===== src/rtl/slowinit_pkg.sv =====
package slowinit_pkg;

  localparam logic [1:0] SEL_PRI  = 2'd0;
  localparam logic [1:0] SEL_SEC  = 2'd1;
  localparam logic [1:0] SEL_BOTH = 2'd2;
  localparam logic [1:0] SEL_NONE = 2'd3;

  typedef enum logic {
    MODE_WAKE = 1'b0,
    MODE_ADDR = 1'b1
  } mode_e;

  // lane bit 0 = primary line, bit 1 = secondary line
  function automatic logic [1:0] lanes_of(input logic [1:0] sel);
    case (sel)
      SEL_PRI:  lanes_of = 2'b01;
      SEL_SEC:  lanes_of = 2'b10;
      SEL_BOTH: lanes_of = 2'b11;
      default:  lanes_of = 2'b00;
    endcase
  endfunction

endpackage


===== src/rtl/slowinit_tick.sv =====
module slowinit_tick #(
  parameter int TICK_CYCLES = 250000
) (
  input  logic clk,
  input  logic rst_n,
  input  logic run,
  output logic tick
);
  localparam int CW = (TICK_CYCLES > 1) ? $clog2(TICK_CYCLES) : 1;
  localparam logic [CW-1:0] DIV_LAST = CW'(TICK_CYCLES - 1);

  logic [CW-1:0] div_q, div_d;

  assign tick = run && (div_q == DIV_LAST);

  always_comb begin
    if (!run || tick) div_d = '0;
    else              div_d = div_q + 1'b1;
  end

  always_ff @(posedge clk or negedge rst_n) begin
    if (!rst_n) div_q <= '0;
    else        div_q <= div_d;
  end
endmodule


===== src/rtl/slowinit_seq.sv =====
module slowinit_seq
  import slowinit_pkg::*;
#(
  parameter int ADDR_W   = 8,
  parameter int ADDR_TPB = 40,
  parameter int WAKE_TPB = 5
) (
  input  logic              clk,
  input  logic              rst_n,
  input  logic              start_addr,
  input  logic              start_wake,
  input  logic [ADDR_W-1:0] addr,
  input  logic [1:0]        line_sel,
  input  logic              tick,
  output logic              busy,
  output logic              done,
  output logic              level,
  output logic [1:0]        lanes
);
  localparam int FRAME_W = ADDR_W + 2;
  localparam int MAX_TPB = (ADDR_TPB > WAKE_TPB) ? ADDR_TPB : WAKE_TPB;
  localparam int TW      = (MAX_TPB > 1) ? $clog2(MAX_TPB) : 1;
  localparam int BW      = $clog2(FRAME_W);
  localparam logic [TW-1:0] ADDR_TICK_LAST = TW'(ADDR_TPB - 1);
  localparam logic [TW-1:0] WAKE_TICK_LAST = TW'(WAKE_TPB - 1);
  localparam logic [BW-1:0] ADDR_BIT_LAST  = BW'(FRAME_W - 1);
  localparam logic [BW-1:0] WAKE_BIT_LAST  = BW'(1);

  logic               busy_q, busy_d;
  logic               done_q, done_d;
  logic               glitch_q, glitch_d;
  mode_e              mode_q, mode_d;
  logic [FRAME_W-1:0] frame_q, frame_d;
  logic [BW-1:0]      left_q, left_d;
  logic [TW-1:0]      tib_q, tib_d;
  logic [1:0]         lanes_q, lanes_d;

  logic accept;
  logic tick_last;

  assign accept    = !busy_q && (start_addr || start_wake) && (line_sel != SEL_NONE);
  assign tick_last = (tib_q == ((mode_q == MODE_ADDR) ? ADDR_TICK_LAST : WAKE_TICK_LAST));

  always_comb begin
    busy_d   = busy_q;
    done_d   = 1'b0;
    glitch_d = 1'b0;
    mode_d   = mode_q;
    frame_d  = frame_q;
    left_d   = left_q;
    tib_d    = tib_q;
    lanes_d  = lanes_q;
    if (accept) begin
      busy_d  = 1'b1;
      tib_d   = '0;
      lanes_d = lanes_of(line_sel);
      if (start_addr) begin
        mode_d  = MODE_ADDR;
        frame_d = {1'b1, addr, 1'b0};
        left_d  = ADDR_BIT_LAST;
      end else begin
        mode_d  = MODE_WAKE;
        frame_d = {{(FRAME_W-2){1'b1}}, 2'b10};
        left_d  = WAKE_BIT_LAST;
      end
    end else if (busy_q && tick) begin
      if (tick_last) begin
        if (left_q == '0) begin
          busy_d = 1'b0;
          done_d = 1'b1;
        end else begin
          frame_d = {1'b1, frame_q[FRAME_W-1:1]};
          left_d  = left_q - 1'b1;
          tib_d   = '0;
        end
      end else begin
        tib_d    = tib_q + 1'b1;
        glitch_d = ~frame_q[0];
      end
    end
  end

  always_ff @(posedge clk or negedge rst_n) begin
    if (!rst_n) begin
      busy_q   <= 1'b0;
      done_q   <= 1'b0;
      glitch_q <= 1'b0;
      mode_q   <= MODE_WAKE;
      frame_q  <= '1;
      left_q   <= '0;
      tib_q    <= '0;
      lanes_q  <= '0;
    end else begin
      busy_q   <= busy_d;
      done_q   <= done_d;
      glitch_q <= glitch_d;
      mode_q   <= mode_d;
      frame_q  <= frame_d;
      left_q   <= left_d;
      tib_q    <= tib_d;
      lanes_q  <= lanes_d;
    end
  end

  assign busy  = busy_q;
  assign done  = done_q;
  assign level = frame_q[0] | glitch_q;
  assign lanes = lanes_q;
endmodule


===== src/rtl/slowinit_drive.sv =====
module slowinit_drive #(
  parameter int LANES = 2
) (
  input  logic             busy,
  input  logic             level,
  input  logic [LANES-1:0] lanes,
  output logic [LANES-1:0] line,
  output logic [LANES-1:0] uart_own
);
  for (genvar i = 0; i < LANES; i++) begin : g_lane
    logic owned;
    assign owned       = busy && lanes[i];
    assign line[i]     = owned ? level : 1'b1;
    assign uart_own[i] = ~owned;
  end
endmodule


===== src/rtl/slowinit_gen.sv =====
module slowinit_gen #(
  parameter int TICK_CYCLES = 250000,
  parameter int ADDR_TPB    = 40,
  parameter int WAKE_TPB    = 5,
  parameter int ADDR_W      = 8
) (
  input  logic              clk,
  input  logic              rst_n,
  input  logic              start_addr,
  input  logic              start_wake,
  input  logic [ADDR_W-1:0] addr,
  input  logic [1:0]        line_sel,
  output logic              line_pri,
  output logic              line_sec,
  output logic              uart_sel_pri,
  output logic              uart_sel_sec,
  output logic              busy,
  output logic              done
);
  localparam int LANES = 2;

  logic [1:0]       rst_pipe_q;
  logic             rst_sync_n;
  logic             tick;
  logic             level;
  logic [LANES-1:0] lanes;
  logic [LANES-1:0] line;
  logic [LANES-1:0] uart_own;

  always_ff @(posedge clk or negedge rst_n) begin
    if (!rst_n) rst_pipe_q <= 2'b00;
    else        rst_pipe_q <= {rst_pipe_q[0], 1'b1};
  end
  assign rst_sync_n = rst_pipe_q[1];

  slowinit_tick #(.TICK_CYCLES(TICK_CYCLES)) u_tick (
    .clk  (clk),
    .rst_n(rst_sync_n),
    .run  (busy),
    .tick (tick)
  );

  slowinit_seq #(
    .ADDR_W  (ADDR_W),
    .ADDR_TPB(ADDR_TPB),
    .WAKE_TPB(WAKE_TPB)
  ) u_seq (
    .clk       (clk),
    .rst_n     (rst_sync_n),
    .start_addr(start_addr),
    .start_wake(start_wake),
    .addr      (addr),
    .line_sel  (line_sel),
    .tick      (tick),
    .busy      (busy),
    .done      (done),
    .level     (level),
    .lanes     (lanes)
  );

  slowinit_drive #(.LANES(LANES)) u_drive (
    .busy    (busy),
    .level   (level),
    .lanes   (lanes),
    .line    (line),
    .uart_own(uart_own)
  );

  assign line_pri     = line[0];
  assign line_sec     = line[1];
  assign uart_sel_pri = uart_own[0];
  assign uart_sel_sec = uart_own[1];
endmodule


===== config.mk =====
export PLATFORM = sky130hd
export DESIGN_NAME = slowinit_gen
export DESIGN_NICKNAME = d
export VERILOG_FILES = /design/src/rtl/slowinit_pkg.sv /design/src/rtl/slowinit_tick.sv /design/src/rtl/slowinit_seq.sv /design/src/rtl/slowinit_drive.sv /design/src/rtl/slowinit_gen.sv
export SDC_FILE = /design/constraint.sdc
export NUM_CORES = 1
export LEC_CHECK = 0
export BUFFER_PORTS_ARGS = -buffer_cell sky130_fd_sc_hd__buf_2
export CORE_UTILIZATION = 30
export CTS_BUF_LIST = sky130_fd_sc_hd__clkbuf_8
export DETAILED_ROUTE_END_ITERATION = 8
export PLACE_DENSITY = 0.52
export SLEW_MARGIN = 20
export SYNTH_ARGS = -nofsm -noshare
export SYNTH_HDL_FRONTEND = slang
export SYNTH_HIERARCHICAL = 1
export SYNTH_SLANG_ARGS = --single-unit
export TNS_END_PERCENT = 1

===== constraint.sdc =====
create_clock -name clk -period 2.6 [get_ports clk]
set_input_delay 0.52 -clock clk [delete_from_list [all_inputs] [get_ports clk]]
set_output_delay 0.52 -clock clk [all_outputs]
set_load 0.005 [all_outputs]

==> flow_metrics.env, run 1 <==
export IMPL_hpwl_um=3310
export IMPL_n_antenna_cell=0
export IMPL_cts_root_buf="clkbuf_8"
export IMPL_syn_cell_area_sq_mm=0.00234
export IMPL_cp_data_required_time_ns=2.83
export IMPL_slew_headroom=0.380
export IMPL_fin_crit_sh=0.892
export IMPL_grt_overflow=0
export IMPL_finalPower_uw=1690
export IMPL_dieArea_sq_mm=0.00816
export IMPL_max_freq_mhz=431
export IMPL_critPathKind="flop to flop"
export IMPL_critPathMaxStageDelay_ns=0.42
export IMPL_grt_pass1_vias=1742
export IMPL_grt_first_pass_wirelength_um=8390
export IMPL_vdd_drop_max_mv=0.380
export IMPL_drt_initial_drc_count=101
export IMPL_yosysTopAreaCellShare=0.385
export IMPL_seqCellArea_sq_mm=0.00114
export IMPL_synth_seq_cells=45
export IMPL_startpoint_type="flop"
export IMPL_crit_path_top_delay_cell="or4_1"
export IMPL_setup_viol=0
export IMPL_worstPathMaxFanout=5
export IMPL_power_leakage_uw=0.00114
export IMPL_grt_max_degree=44
export IMPL_cts_sinks=45
export IMPL_tightest_slew_ns=0.930
export IMPL_timing_critical_path_buf_inv=0
export IMPL_ctsHtreeMaxLevel=2
export IMPL_p_sw_uw=497
export IMPL_p_int_uw=1200
export IMPL_route_vias_total=1821
export IMPL_drtPass1Iterations=4
export IMPL_die_h_um=90.3
export IMPL_dpl_cell_area_sq_mm=0.00255
export IMPL_routed_wirelength_um=4760
export IMPL_std_cell_rows=31
export IMPL_synth_top_area_cell="dfrtp_1"
export IMPL_drv_slew=0
export IMPL_synth_commonest_cells="36 x dfrtp_1, 30 x nor2_1, 22 x nand2_1"
export IMPL_synth_area_per_cell_sq_um=9.83
export IMPL_cp_arrival_ns=2.54
export IMPL_synth_edff_count=0
export IMPL_cts_buffer_depth=2
export IMPL_crit_path_end_kind="flop"
export IMPL_period_needed_ns=2.32
export IMPL_drt_wirelength_per_cell_um=13.1
export IMPL_routabilityCongestion=0.756
export IMPL_pwr_share_clk=0.247
export IMPL_clk_pin_slew_ns=0.08
export IMPL_hold_class="flop to flop"
export IMPL_cts_buffers=5
export IMPL_synth_distinct_cells=46
export IMPL_clk_latency_ns=0.30
export IMPL_fin_skew_ns=0.00902
export IMPL_yosys_cell_count_top_type="dfrtp_1"
export IMPL_grt_total_usage=0.126
export IMPL_cts_tree="yes"
export IMPL_ioPinCount=20
export IMPL_synth_ff_type="dfrtp_1"
export IMPL_multi_input_area_sq_mm=0.00111
export IMPL_start_util=0.316
export IMPL_hold_viol_final=0
export IMPL_syn_inst=238
export IMPL_coreArea_sq_mm=0.00741
export IMPL_final_net_count=286
export IMPL_pre_cts_ws_ns=0.249
export IMPL_synth_area_top_cells="dfrtp_1 39%, dfstp_2 10%, nor2_1 4.8%"
export IMPL_drcViolationCount=0
export IMPL_cts_resized_gates=0
export IMPL_drt_vias_per_instance=5.00
export IMPL_status="finished, final reports clean"
export IMPL_critPathTopFamily="simple AND/OR/NAND/NOR gates"
export IMPL_ys_warn_count=6
export IMPL_swShare=0.293
export IMPL_layout_cells_non_filler=364
export IMPL_drive_above_1_share=0.215
export IMPL_fillers=768
export IMPL_final_area_sq_mm=0.00266
export IMPL_crit_chain="ha_1 -> and4_1 -> nand4_1 -> nor3_1 -> and2_1 -> o211ai_1 -> or4_1 -> a21oi_1"
export IMPL_pwr_share_comb=0.179
export IMPL_antenna_found_initial=0
export IMPL_chipWidth_um=90.3
export IMPL_tns_ns=0
export IMPL_power_per_cell_area_mw_per_mm2=637
export IMPL_syn_to_final_growth_pct=13.6
export IMPL_ys_seq_area_frac=0.486
export IMPL_syn_nets=260
export IMPL_portBuffers=19
export IMPL_rsz0062_at_grt="false"
export IMPL_pwr_share_seq=0.574
export IMPL_maxCapViolations=0
export IMPL_antenna_left=0
export IMPL_async_reset_ff_frac=1.00
export IMPL_timing_final_ws_setup_ns=0.282
export IMPL_placed_cells=353
-- placed cells by master (no fill, tap or decap), drive strengths merged, types with 8 or more instances in the layout --
cell type	netlist	layout
a21oi	8	8
buf	6	27
dfrtp	36	36
dfstp	9	9
ha	8	8
inv	9	10
nand2	22	22
nand3	12	12
nand4	9	9
nor2	30	30
o21ai	9	9
xor2	8	8
-- per-stage QoR --
| stage | util | hold WS (ns) |
|---|---|---|
| floorplan | - | 0.224 |
| global placement | 0.344 | 0.305 |
| detailed placement | 0.344 | 0.307 |
| CTS | 0.357 | 0.363 |
| global route | 0.359 | 0.366 |
| finish | 0.359 | 0.358 |
-- power by group through the flow --
stage | registers [uW] | logic (uW) | clock network, uW
2_1_floorplan | 956 | 231 | 0
3_3_place_gp | 983 | 302 | 0
3_5_place_dp | 987 | 308 | 0
4_1_cts | 976 | 311 | 441
5_1_grt | 999 | 349 | 469
6_report | 973 | 304 | 418
-- worst reg2reg max path: cells and delay by family, from the launching register on --
family	cells	cell delay, ns
and+or+nand+nor	5	1.35
DFF	1	0.38
AOI/OAI and AO/OA	2	0.33
adders and majority gates	1	0.21
-- cells by family (layout without fill, tap and decap cells) --
kind of cell / after synthesis / after routing / share of synthesized area
fa+ha+maj: 8 / 8 / 0.0428
simple gates: 104 / 104 / 0.228
xor+xnor: 13 / 13 / 0.0487
buf+inv: 18 / 45 / 0.0374
compound gates: 49 / 49 / 0.155
flops: 45 / 45 / 0.486
other cells: 1 / 1 / 0.00160
-- path summary, 6_finish.rpt --
path	startpoint	depth (start not counted)	slack, ns	endpoint
worst max-delay path	u_tick/div_q[0]	8	0.28	u_seq/left_q[2]
worst min-delay path	rst_pipe_q[0]	0	0.36	rst_pipe_q[1]
worst max register to register	u_tick/div_q[0]	8	0.28	u_seq/left_q[2]
worst min register to register	rst_pipe_q[0]	0	0.36	rst_pipe_q[1]
max in group asynchronous	rst_pipe_q[1]	0	1.61	u_seq/done
min in group asynchronous	rst_pipe_q[1]	0	0.42	u_tick/div_q[1]
-- routing by layer --
layer	vias to the layer above	track usage	part of all wire
li1	909	-	-
met1	883	0.179	0.53
met2	25	0.188	0.43
met3	4	0.0278	0.030
met4	0	0.0444	0.011
met5	-	0	0
-- state kept, by name, summed over array words and instances (netlist names) --
name            count
u_seq/frame_q       9
u_seq/busy          1
u_seq/glitch_q      1
u_seq/left_q        4
u_tick/div_q       18
u_seq/tib_q         6
u_seq/done          1
u_seq/lanes         2
rst_pipe_q          2
u_seq/mode_q        1
-- area by class of cell --
| cell class | count | area share |
|---|---|---|
| clock buffers | 5 | 0.0259 |
| flip-flops and latches | 45 | 0.428 |
| clock inverters | 3 | 0.00518 |
| inverters | 9 | 0.0127 |
| well taps | 99 | 0.0466 |
| multi-input cells | 175 | 0.419 |
| repair buffers | 28 | 0.0621 |
-- repair_timing --
| action | in CTS | in global routing |
|---|---|---|
| setup endpoints to repair | 0 | 7 |
| setup buffers | 0 | 2 |
| hold buffers | 1 | 0 |
| endpoints found under the hold margin | 2 | 0 |
Note: power is estimated with default switching activity, not from simulation.
==> run 2, diff against run 1 <==
==> constraint.sdc (replaced) <==
create_clock -name clk -period 2.8 [get_ports clk]
set_input_delay 0.56 -clock clk [delete_from_list [all_inputs] [get_ports clk]]
set_output_delay 0.56 -clock clk [all_outputs]
set_load 0.005 [all_outputs]
==> flow_metrics.env, run 2 (synthesized netlist as in run 1, its figures left out) <==
export IMPL_status="finished, final reports clean"
export IMPL_fin_crit_sh=0.882
export IMPL_fin_util=0.354
export IMPL_grt_max_degree=44
export IMPL_rrSetupSlack_ns=0.33
export IMPL_route_vias_total=1768
export IMPL_critPathMaxStageDelay_ns=0.39
export IMPL_std_cell_rows=31
export IMPL_pre_cts_ws_ns=0.342
export IMPL_layout_common_cells="35 x dfrtp_1, 30 x nor2_1, 22 x nand2_1, 19 x buf_2, 12 x nand3_1"
export IMPL_cp_data_required_time_ns=3.03
export IMPL_coreArea_sq_mm=0.00741
export IMPL_dpl_cell_area_sq_mm=0.00253
export IMPL_cts_hold_fix_buffers=0
export IMPL_startpoint_type="flop"
export IMPL_worstPathMaxFanout=7
export IMPL_rsz0062_at_grt="false"
export IMPL_drcViolationCount=0
export IMPL_grt_pass1_vias=1714
export IMPL_clk_pin_slew_ns=0.09
export IMPL_cts_root_buf="clkbuf_8"
export IMPL_period_needed_ns=2.47
export IMPL_postCtsSetupRepairBufs=0
export IMPL_grt_first_pass_wirelength_um=8120
export IMPL_cts_resized_gates=0
export IMPL_seqCellArea_sq_mm=0.00114
export IMPL_grt_total_usage=0.122
export IMPL_cts_buffer_depth=2
export IMPL_power_per_cell_area_mw_per_mm2=602
export IMPL_drv_slew=0
export IMPL_cts_tree="yes"
export IMPL_cts_buffers=5
export IMPL_ctsHtreeMaxLevel=2
export IMPL_critPathKind="flop to flop"
export IMPL_drt_wirelength_per_cell_um=12.9
export IMPL_final_net_count=280
export IMPL_hold_viol_final=0
export IMPL_grt_overflow=0
export IMPL_chipWidth_um=90.3
export IMPL_final_area_sq_mm=0.00262
export IMPL_ioPinCount=20
export IMPL_crit_path_end_kind="flop"
export IMPL_timing_final_ws_setup_ns=0.330
export IMPL_antenna_found_initial=0
export IMPL_fin_skew_ns=0.00527
export IMPL_vdd_drop_max_mv=0.367
export IMPL_multi_input_area_sq_mm=0.00111
export IMPL_hpwl_um=3280
export IMPL_hold_class="primary input to async pin"
export IMPL_crit_chain="ha_1 -> and4_1 -> nand4_1 -> nor3_1 -> nand2_1 -> a211oi_4 -> buf_4 -> a31oi_1 -> o2bb2ai_1"
export IMPL_cp_arrival_ns=2.70
export IMPL_die_h_um=90.3
export IMPL_drtPass1Iterations=4
export IMPL_drt_initial_drc_count=89
export IMPL_tns_ns=0
export IMPL_portBuffers=19
export IMPL_syn_to_final_growth_pct=12.0
export IMPL_drive_above_1_share=0.205
export IMPL_placed_cells=350
export IMPL_start_util=0.316
export IMPL_crit_path_top_delay_cell="a211oi_4"
export IMPL_largest_register="u_tick/div_q"
export IMPL_largest_register_ffs=18
export IMPL_antenna_left=0
export IMPL_fillers=768
export IMPL_clk_latency_ns=0.29
export IMPL_drt_vias_per_instance=4.94
export IMPL_final_common_cell="dfrtp_1"
export IMPL_power_leakage_uw=0.00110
export IMPL_n_antenna_cell=0
export IMPL_max_freq_mhz=405
export IMPL_routabilityCongestion=0.772
export IMPL_crit_start="u_tick/div_q[0]"
export IMPL_r2r_start="u_tick/div_q[0]"
export IMPL_slew_headroom=0.373
export IMPL_maxCapViolations=0
export IMPL_dieArea_sq_mm=0.00816
export IMPL_tightest_slew_ns=0.941
export IMPL_cts_sinks=45
export IMPL_layout_cells_non_filler=358
export IMPL_reg_top3="u_tick/div_q: 18 flops, u_seq/frame_q: 9 flops, u_seq/tib_q: 6 flops"
export IMPL_setup_viol=0
export IMPL_routed_wirelength_um=4630
## run 2: routing by layer
metal  vias to the layer above  GRT usage  routed length [um]
met5                         -          0                   0
li1                        894          -                   -
met3                         2     0.0244                 158
met1                       837      0.175                2470
met4                         0     0.0363                  41
met2                        35      0.187                1960
## run 2: path summary, 6_finish.rpt
| path | cells after the start | endpoint |
|---|---|---|
| max | 9 | u_seq/frame_q[3] |
| max in group asynchronous | 0 | u_seq/tib_q[5] |
| min reg2reg | 0 | rst_pipe_q[1] |
| min in group clk | 0 | rst_pipe_q[1] |
| max reg2reg | 9 | u_seq/frame_q[3] |
| min | 1 | rst_pipe_q[1] |
## run 2: through the flow
stage / hold slack, ns / power (uW)
after floorplan: 0.264 / 1100
after global placement: 0.341 / 1190
after detailed placement: 0.337 / 1200
after CTS: 0.0195 / 1600
after global routing: 0.0126 / 1680
final: 0.0291 / 1580
## run 2: critical path: cells and delay by family (launching register included)
kind            cells  cell delay [ns]
flops               1             0.38
simple gates        4             0.96
fa+ha+maj           1             0.20
compound gates      3             0.63
buf+inv             1             0.23
## run 2: area by class of cell
type	count	share of cell area
flip-flops and latches	45	0.435
multi-input cells	175	0.426
well taps	99	0.0473
repair buffers	22	0.0449
clock buffers	5	0.0263
inverters	9	0.0129
clock inverters	3	0.00860
## run 2: report_power, final
part           switching (uW)  leakage [uW]  internal (uW)  total [uW]
logic                     135      0.000497            137         272
registers                 107      0.000565            800         907
clock network             225     0.0000364            175         400
